### src/rtl/ring_pkg.sv
package ring_pkg;
  localparam int LEVEL_W = 2;

  typedef logic [LEVEL_W-1:0] privLevel_t;

  typedef enum logic [1:0] {
    KIND_DATA    = 2'd0,
    KIND_CONF    = 2'd1,
    KIND_NONCONF = 2'd2,
    KIND_RSVD    = 2'd3
  } segKind_e;

  typedef struct packed {
    logic load;
  } ctrlStrobe_t;
endpackage

### src/rtl/ring_datapath.sv
module ring_datapath
  import ring_pkg::*;
#(
  parameter int SEL_W = 16
) (
  input  logic              clk,
  input  logic              rstN,
  input  ctrlStrobe_t       strobe,
  input  privLevel_t        reqCpl,
  input  logic [SEL_W-1:0]  reqSel,
  input  privLevel_t        reqDpl,
  input  logic [1:0]        reqKind,
  output logic              allowQ,
  output logic [SEL_W-1:0]  errQ,
  output privLevel_t        levelQ
);
  localparam int IDX_W = SEL_W - LEVEL_W;

  privLevel_t       selRpl;
  privLevel_t       effLevel;
  logic             selNull;
  logic             ruleOk;
  logic             allowD;
  logic [SEL_W-1:0] maskedSel;

  assign selRpl    = reqSel[LEVEL_W-1:0];
  assign selNull   = (reqSel[SEL_W-1:LEVEL_W] == '0);
  assign effLevel  = (reqCpl > selRpl) ? reqCpl : selRpl;
  assign maskedSel = {reqSel[SEL_W-1:LEVEL_W], {LEVEL_W{1'b0}}};

  always_comb begin
    unique case (segKind_e'(reqKind))
      KIND_DATA:    ruleOk = (effLevel <= reqDpl);
      KIND_CONF:    ruleOk = (reqCpl >= reqDpl);
      KIND_NONCONF: ruleOk = (selRpl <= reqCpl) && (reqCpl == reqDpl);
      default:      ruleOk = 1'b0;
    endcase
  end

  assign allowD = ruleOk && !selNull;

  always_ff @(posedge clk) begin
    if (!rstN) begin
      allowQ <= 1'b0;
      errQ   <= '0;
      levelQ <= '0;
    end else if (strobe.load) begin
      allowQ <= allowD;
      errQ   <= allowD ? '0 : maskedSel;
      levelQ <= reqCpl;
    end
  end


  null_faults_chk: assert property (@(posedge clk) disable iff (!rstN)
    (strobe.load && reqSel[SEL_W-1:LEVEL_W] == {IDX_W{1'b0}}) |=> !allowQ);


  data_eff_level_chk: assert property (@(posedge clk) disable iff (!rstN)
    (strobe.load && reqKind == 2'd0 && (reqCpl > reqDpl || selRpl > reqDpl)) |=> !allowQ);


  level_kept_chk: assert property (@(posedge clk) disable iff (!rstN)
    strobe.load |=> levelQ == $past(reqCpl));


  err_masked_chk: assert property (@(posedge clk) disable iff (!rstN)
    !allowQ |-> errQ[LEVEL_W-1:0] == '0);
endmodule

### config.mk
export PLATFORM = sky130hd
export DESIGN_NAME = ring_datapath
export DESIGN_NICKNAME = d
export VERILOG_FILES = /design/src/rtl/ring_pkg.sv /design/src/rtl/ring_datapath.sv
export SDC_FILE = /design/constraint.sdc
export NUM_CORES = 1
export LEC_CHECK = 0
export BUFFER_PORTS_ARGS = -buffer_cell sky130_fd_sc_hd__buf_4
export CORE_MARGIN = 2
export CORE_UTILIZATION = 50
export DETAILED_ROUTE_END_ITERATION = 12
export PLACE_DENSITY_LB_ADDON = 0.12
export SLEW_MARGIN = 20
export SYNTH_ARGS = -nofsm -noshare
export SYNTH_HDL_FRONTEND = slang
export SYNTH_SLANG_ARGS = --single-unit
### constraint.sdc
create_clock -name clk -period 4.7 [get_ports clk]
set_input_delay 0.705 -clock clk [delete_from_list [all_inputs] [get_ports clk]]
set_output_delay 0.705 -clock clk [all_outputs]
set_load 0.01 [all_outputs]
# Word level (Yosys, flattened, before mapping)
# Cells that the tools add are included.
op_classes:
  order_cmp: 4
  eq_ne: 3
  muxes: 3
  n_reduce_logical: 5
ops:
  columns: ["cell", "n"]
  rows:
  - ["2-to-1 mux 16 bit", 1]
  - ["logical NOT 14 bit", 1]
  - ["<= comparator 2 bit", 2]
  - ["case mux 1 bit (3 select lines)", 1]
  - ["== test 2 x 1 -> 1 bit (second input constant)", 1]
  - ["== test 2 bit", 1]
  - ["== test 2 bit (second input constant)", 1]
  - ["greater-or-equal comparator 2 bit", 1]
  - ["greater-than comparator 2 bit", 1]
  - ["logical AND 1 bit", 2]
  - ["logical NOT 2 bit", 1]
  - ["2-to-1 mux 2 bit", 1]
  - ["logical NOT 1 bit", 1]
word_totals:
  ff_bits: 19
  out_inout_bits: 19

# Logic depth before layout (Yosys ltp)
depth:
  ltp_word: 6
  depth_mapped: 11
  depth_no_buf: 10

# Worst setup path after synthesis
# OpenSTA, ideal clock, no wires.
synth_path:
  kind: "input-to-reg"
  from: "input port reqCpl[1]"
  to: "register errQ[11]"
  setup_ns: 0.127
  t_arrival_ns: 2.291
  t_required_ns: 4.573
  path_slack_ns: 2.282
  path_stages: 11
  n_path_buf: 1
  cell_sequence: "inv_1 -> ha_1 -> o21bai_1 -> nor2_1 -> a21oi_1 -> ha_1 -> nor2b_1 -> o21a_1 -> o32ai_4 -> buf_6 -> a21oi_4"
synth_between:
  elab_chain_len: 6
synth_lines:
  columns: ["item", "line_no", "text"]
  rows:
  - ["from (decl)", "ring_datapath.sv:9", "input privLevel_t reqCpl,"]
  - ["greater-than comparator 2 bit", "ring_datapath.sv:28", "assign effLevel = (reqCpl > selRpl) ? reqCpl : selRpl;"]
  - ["2-to-1 mux 2 bit", "ring_datapath.sv:28", null]
  - ["<= comparator 2 bit", "ring_datapath.sv:33", "KIND_DATA: ruleOk = (effLevel <= reqDpl);"]
  - ["case mux 1 bit (3 select lines) (*)", "ring_datapath.sv:32", "unique case (segKind_e'(reqKind))"]
  - ["logical AND 1 bit (*)", "ring_datapath.sv:40", "assign allowD = ruleOk && !selNull;"]
  - ["2-to-1 mux 16 bit (*)", "ring_datapath.sv:49", "errQ <= allowD ? '0 : maskedSel;"]
  - ["to (signal assigned)", "ring_datapath.sv:49", null]
  - ["to (decl)", "ring_datapath.sv:14", "output logic [SEL_W-1:0] errQ,"]
# Mark *: on every way between the ends. The rest lies on a longest branch, timed or not.
# A chain may end at the register's enable or synchronous reset.

# Worst setup path after layout
layout_path:
  from: "input port reqCpl[1]"
  to: "register errQ[7]"
# The elaborated chain is that of the path after synthesis.

==> summary.txt <==
Route
  • WL/cell: about 14 um
  • First DRT Iteration DRCs: 16
  • WL final: 2330 um
  • Drt pass-1 iters: 4
  • Remaining DRCs: 0
  • Antenna-violating nets left: 0
  • Via density: 5.30
  • Via count: a little over 900

Placed design
  • Placed wire-length estimate: 1780 um
  • IO buf count: slightly above 40
  • Routability cong.: ~0.67
  • Dpl cells: 168

Finish
  • Area growth from synthesis to layout: 28.6%
  • Layout Cells excl Fill: approximately 170
  • Commonest non-fill, non-tap cells in the layout: 41 x buf_4, 17 x dfxtp_1, 16 x nand2b_1
  • Share of layout cells above drive strength 1: between 40% and 50%
  • Diode count: 0
  • Most common cell after layout, fill and taps aside: buf_4
  • Layout net count: about 180
  • Fillcell total: between 150 and 200

STA
  • Post-Route Setup TNS: 0 ps
  • RSZ-0062 raised after global routing: false
  • Fin crit share: 57.2%
  • Worst-case headroom to the max-slew limit: 40.7%
  • Final hold violations: 0
  • Final hold slack: approximately 530 ps
  • Clock skew: 0 ps
  • Fin crit period: between 2000 and 3000 ps
  • Finish-stage setup viols: 0
  • FMAX: approximately 370 MHz
  • Slew Viols, Final: 0
  • Worst-Margin Slew: a little under 900 ps

Global routing
  • Met1 Use GR: a little over a quarter
  • Initial antenna violation count: 0
  • GRT overflow: 0
  • Met3 Resource Use GR: around 3.7%
  • Overall global routing resource usage: approximately a fifth
  • Met2 usage: 36.0%
  • Vias in the first global route: just over 900
  • First-pass GRT wire length: around 4000 um
  • Pin count of the biggest net entering global routing: 33
  • Most Crowded Layer GR: met2

Clock network
  • Root Driver: clkbuf_4
  • Setup repair bufs after CTS: 0
  • Hold buffer count at CTS: 0
  • Num CTS Buffers: 3
  • Clk sinks: 17
  • CTS clock-pin slew for the worst setup and hold paths: approximately 100 ps
  • Clock tree buffer depth: 2
  • Skew-Pair Late Insertion Delay: about 290 ps
  • CTS tree: yes
  • Post-cts sizing count: 0
  • H-tree depth: 1

Worst setup path
  • Startpoint types: primary input
  • CP Buf/Inv Count: 2
  • Slowest-stage cell, CP: o32ai_4
  • Max incr delay on CP: 730 ps
  • Critical path required time: 4850 ps
  • R2R setup slack: between 3000 and 4000 ps
  • R2r worst-path depth: 2
  • CP cell instances: buf_4 > inv_1 > ha_1 > o21bai_1 > nor2_1 > a21oi_1 > ha_1 > nor2b_1 > o21a_1 > o32ai_4 > a21oi_1
  • Worst setup EP type: flop
  • CP arrival: 2840 ps
  • CP Capture Point: errQ[7]
  • Crit Path Class: primary input to flop
  • CP top delay family: compound AO/OA/AOI/OAI gates
  • CP max FO: 15
  • Worst reg2reg path startpoint: allowQ
  • Crit path depth: 11
  • Crit path launch: reqCpl[1]
  • Reg-to-reg endpoint: allowQ

Floorplanning
  • Die Y: 49.4 um
  • # rows: 16
  • Top-level port count: 44
  • Core area: roughly 0.002 sq mm
  • Die Span X: 49.4 um
  • Die area: about 0.0024 sq mm
  • Initial Utilization: between 50% and 60%

Pwr
  • Pwr/cell area: around 250 mW/mm^2
  • Switching share of power: a little under a third
  • Clock Power Share: a little under a quarter
  • Combinational Power Share: between 20% and 30%
  • Int Pwr: around 230 uW
  • Sw Pwr: between 100 and 150 uW
  • Sequential share of power: a little under half
  • Leakage power: roughly 0.6 nW
  • VDD IR max: roughly 0.00016 V

Job
  • Max Cap Violations: 0

Synthesis
  • Cells after synthesis: 109
  • Post-Syn Area: about 0.0010 sq mm
  • Library cells used by synthesis: 28
  • Mean Syn Cell Area: approximately 9.5 sq um
  • Register area share after synthesis: roughly 33%
  • Yosys warns: 0
  • Register bit count reported by yosys: 17

Run status
  • Status: complete, no violations

Min path
  • Hold Path Class: flop to flop
==> logic make-up (layout without fill, tap and decap cells) <==
group                      Yosys count  in the layout  share of synthesized area (%)
adders and majority gates            7              7                           8.48
other                                1              2                          0.363
AOI/OAI and AO/OA                   36             36                           28.8
and+or+nand+nor                     29             29                           17.3
buffers and inverters               17             52                           10.1
muxes                                2              2                           1.94
DFF                                 17             17                           33.0
==> synthesized netlist by cell type <==
cell / n / share of area (%)
a21boi_2: 1 / 1.1
a21oi_1: 7 / 3.4
a21oi_2: 9 / 7.6
a21oi_4: 1 / 1.6
a31o_2: 1 / 0.85
and3_1: 1 / 0.61
and3b_1: 1 / 0.85
buf_12: 1 / 1.9
buf_2: 1 / 0.48
buf_4: 2 / 1.5
buf_6: 2 / 2.2
clkbuf_1: 4 / 1.5
conb_1: 1 / 0.36
dfxtp_1: 17 / 33
ha_1: 7 / 8.5
inv_1: 7 / 2.5
mux2i_1: 2 / 1.9
nand2_1: 1 / 0.36
nand2b_1: 16 / 9.7
nand4_1: 1 / 0.61
nand4b_1: 1 / 0.85
nor2_1: 2 / 0.73
nor2b_1: 3 / 1.8
nor4_1: 3 / 1.8
o211ai_1: 14 / 10
o21a_1: 1 / 0.73
o21bai_1: 1 / 0.73
o32ai_4: 1 / 2.7
==> power groups by stage <==
stage / Sequential (mW) / Clock, mW / Combinational [mW]
6_report: 0.160 / 0.0771 / 0.0983
3_3_place_gp: 0.164 / 0 / 0.0958
4_1_cts: 0.161 / 0.0803 / 0.0992
5_1_grt: 0.162 / 0.0870 / 0.109
3_5_place_dp: 0.164 / 0 / 0.0988
2_1_floorplan: 0.168 / 0 / 0.0576
==> metrics by stage <==
stage               power, mW  util, %  cell area [sq um]  setup WS, ps
finish                  0.336     67.7               1330          2010
CTS                     0.340     67.7               1330          2030
detailed placement      0.263     66.3               1300          1710
floorplan               0.226        -               1040          2280
global placement        0.259     66.3               1300          1800
global route            0.358     67.7               1330          1870
==> worst min path at each step <==
stage	slack (ps)	start	cells after the start	endpoint
detailed placement	520	levelQ[0]	2	levelQ[0]
global placement	500	levelQ[0]	2	levelQ[0]
floorplan	540	levelQ[0]	2	levelQ[0]
global route	570	levelQ[0]	2	levelQ[0]
CTS	540	levelQ[0]	2	levelQ[0]
finish	530	levelQ[0]	2	levelQ[0]
==> sequential cells by signal, indices dropped and copies added (netlist names) <==
name,count
levelQ,2
allowQ,1
errQ,14
==> per-layer routing <==
layer  routed length (um)  vias to the layer above
li1                     -                      456
met1                  994                      422
met2                 1170                       29
met3                  129                        4
met4                   36                        0
met5                    0                        -
==> tightest hold or removal path: stages (launching register included) <==
cell and delay (ps):
dfxtp_1 340, mux2i_1 70, nor2b_1 100
==> layout make-up <==
class / instances / area [sq um] / share of cell area [%]
clock buffer: 3 / 22.5 / 1.70
clock inverter: 1 / 5.00 / 0.377
inverter: 7 / 26.3 / 1.98
multi-input combinational: 76 / 592 / 44.6
sequential: 17 / 340 / 25.6
tap: 27 / 33.8 / 2.54
timing repair buffer: 41 / 308 / 23.2
(Power assumes the default switching activity.)
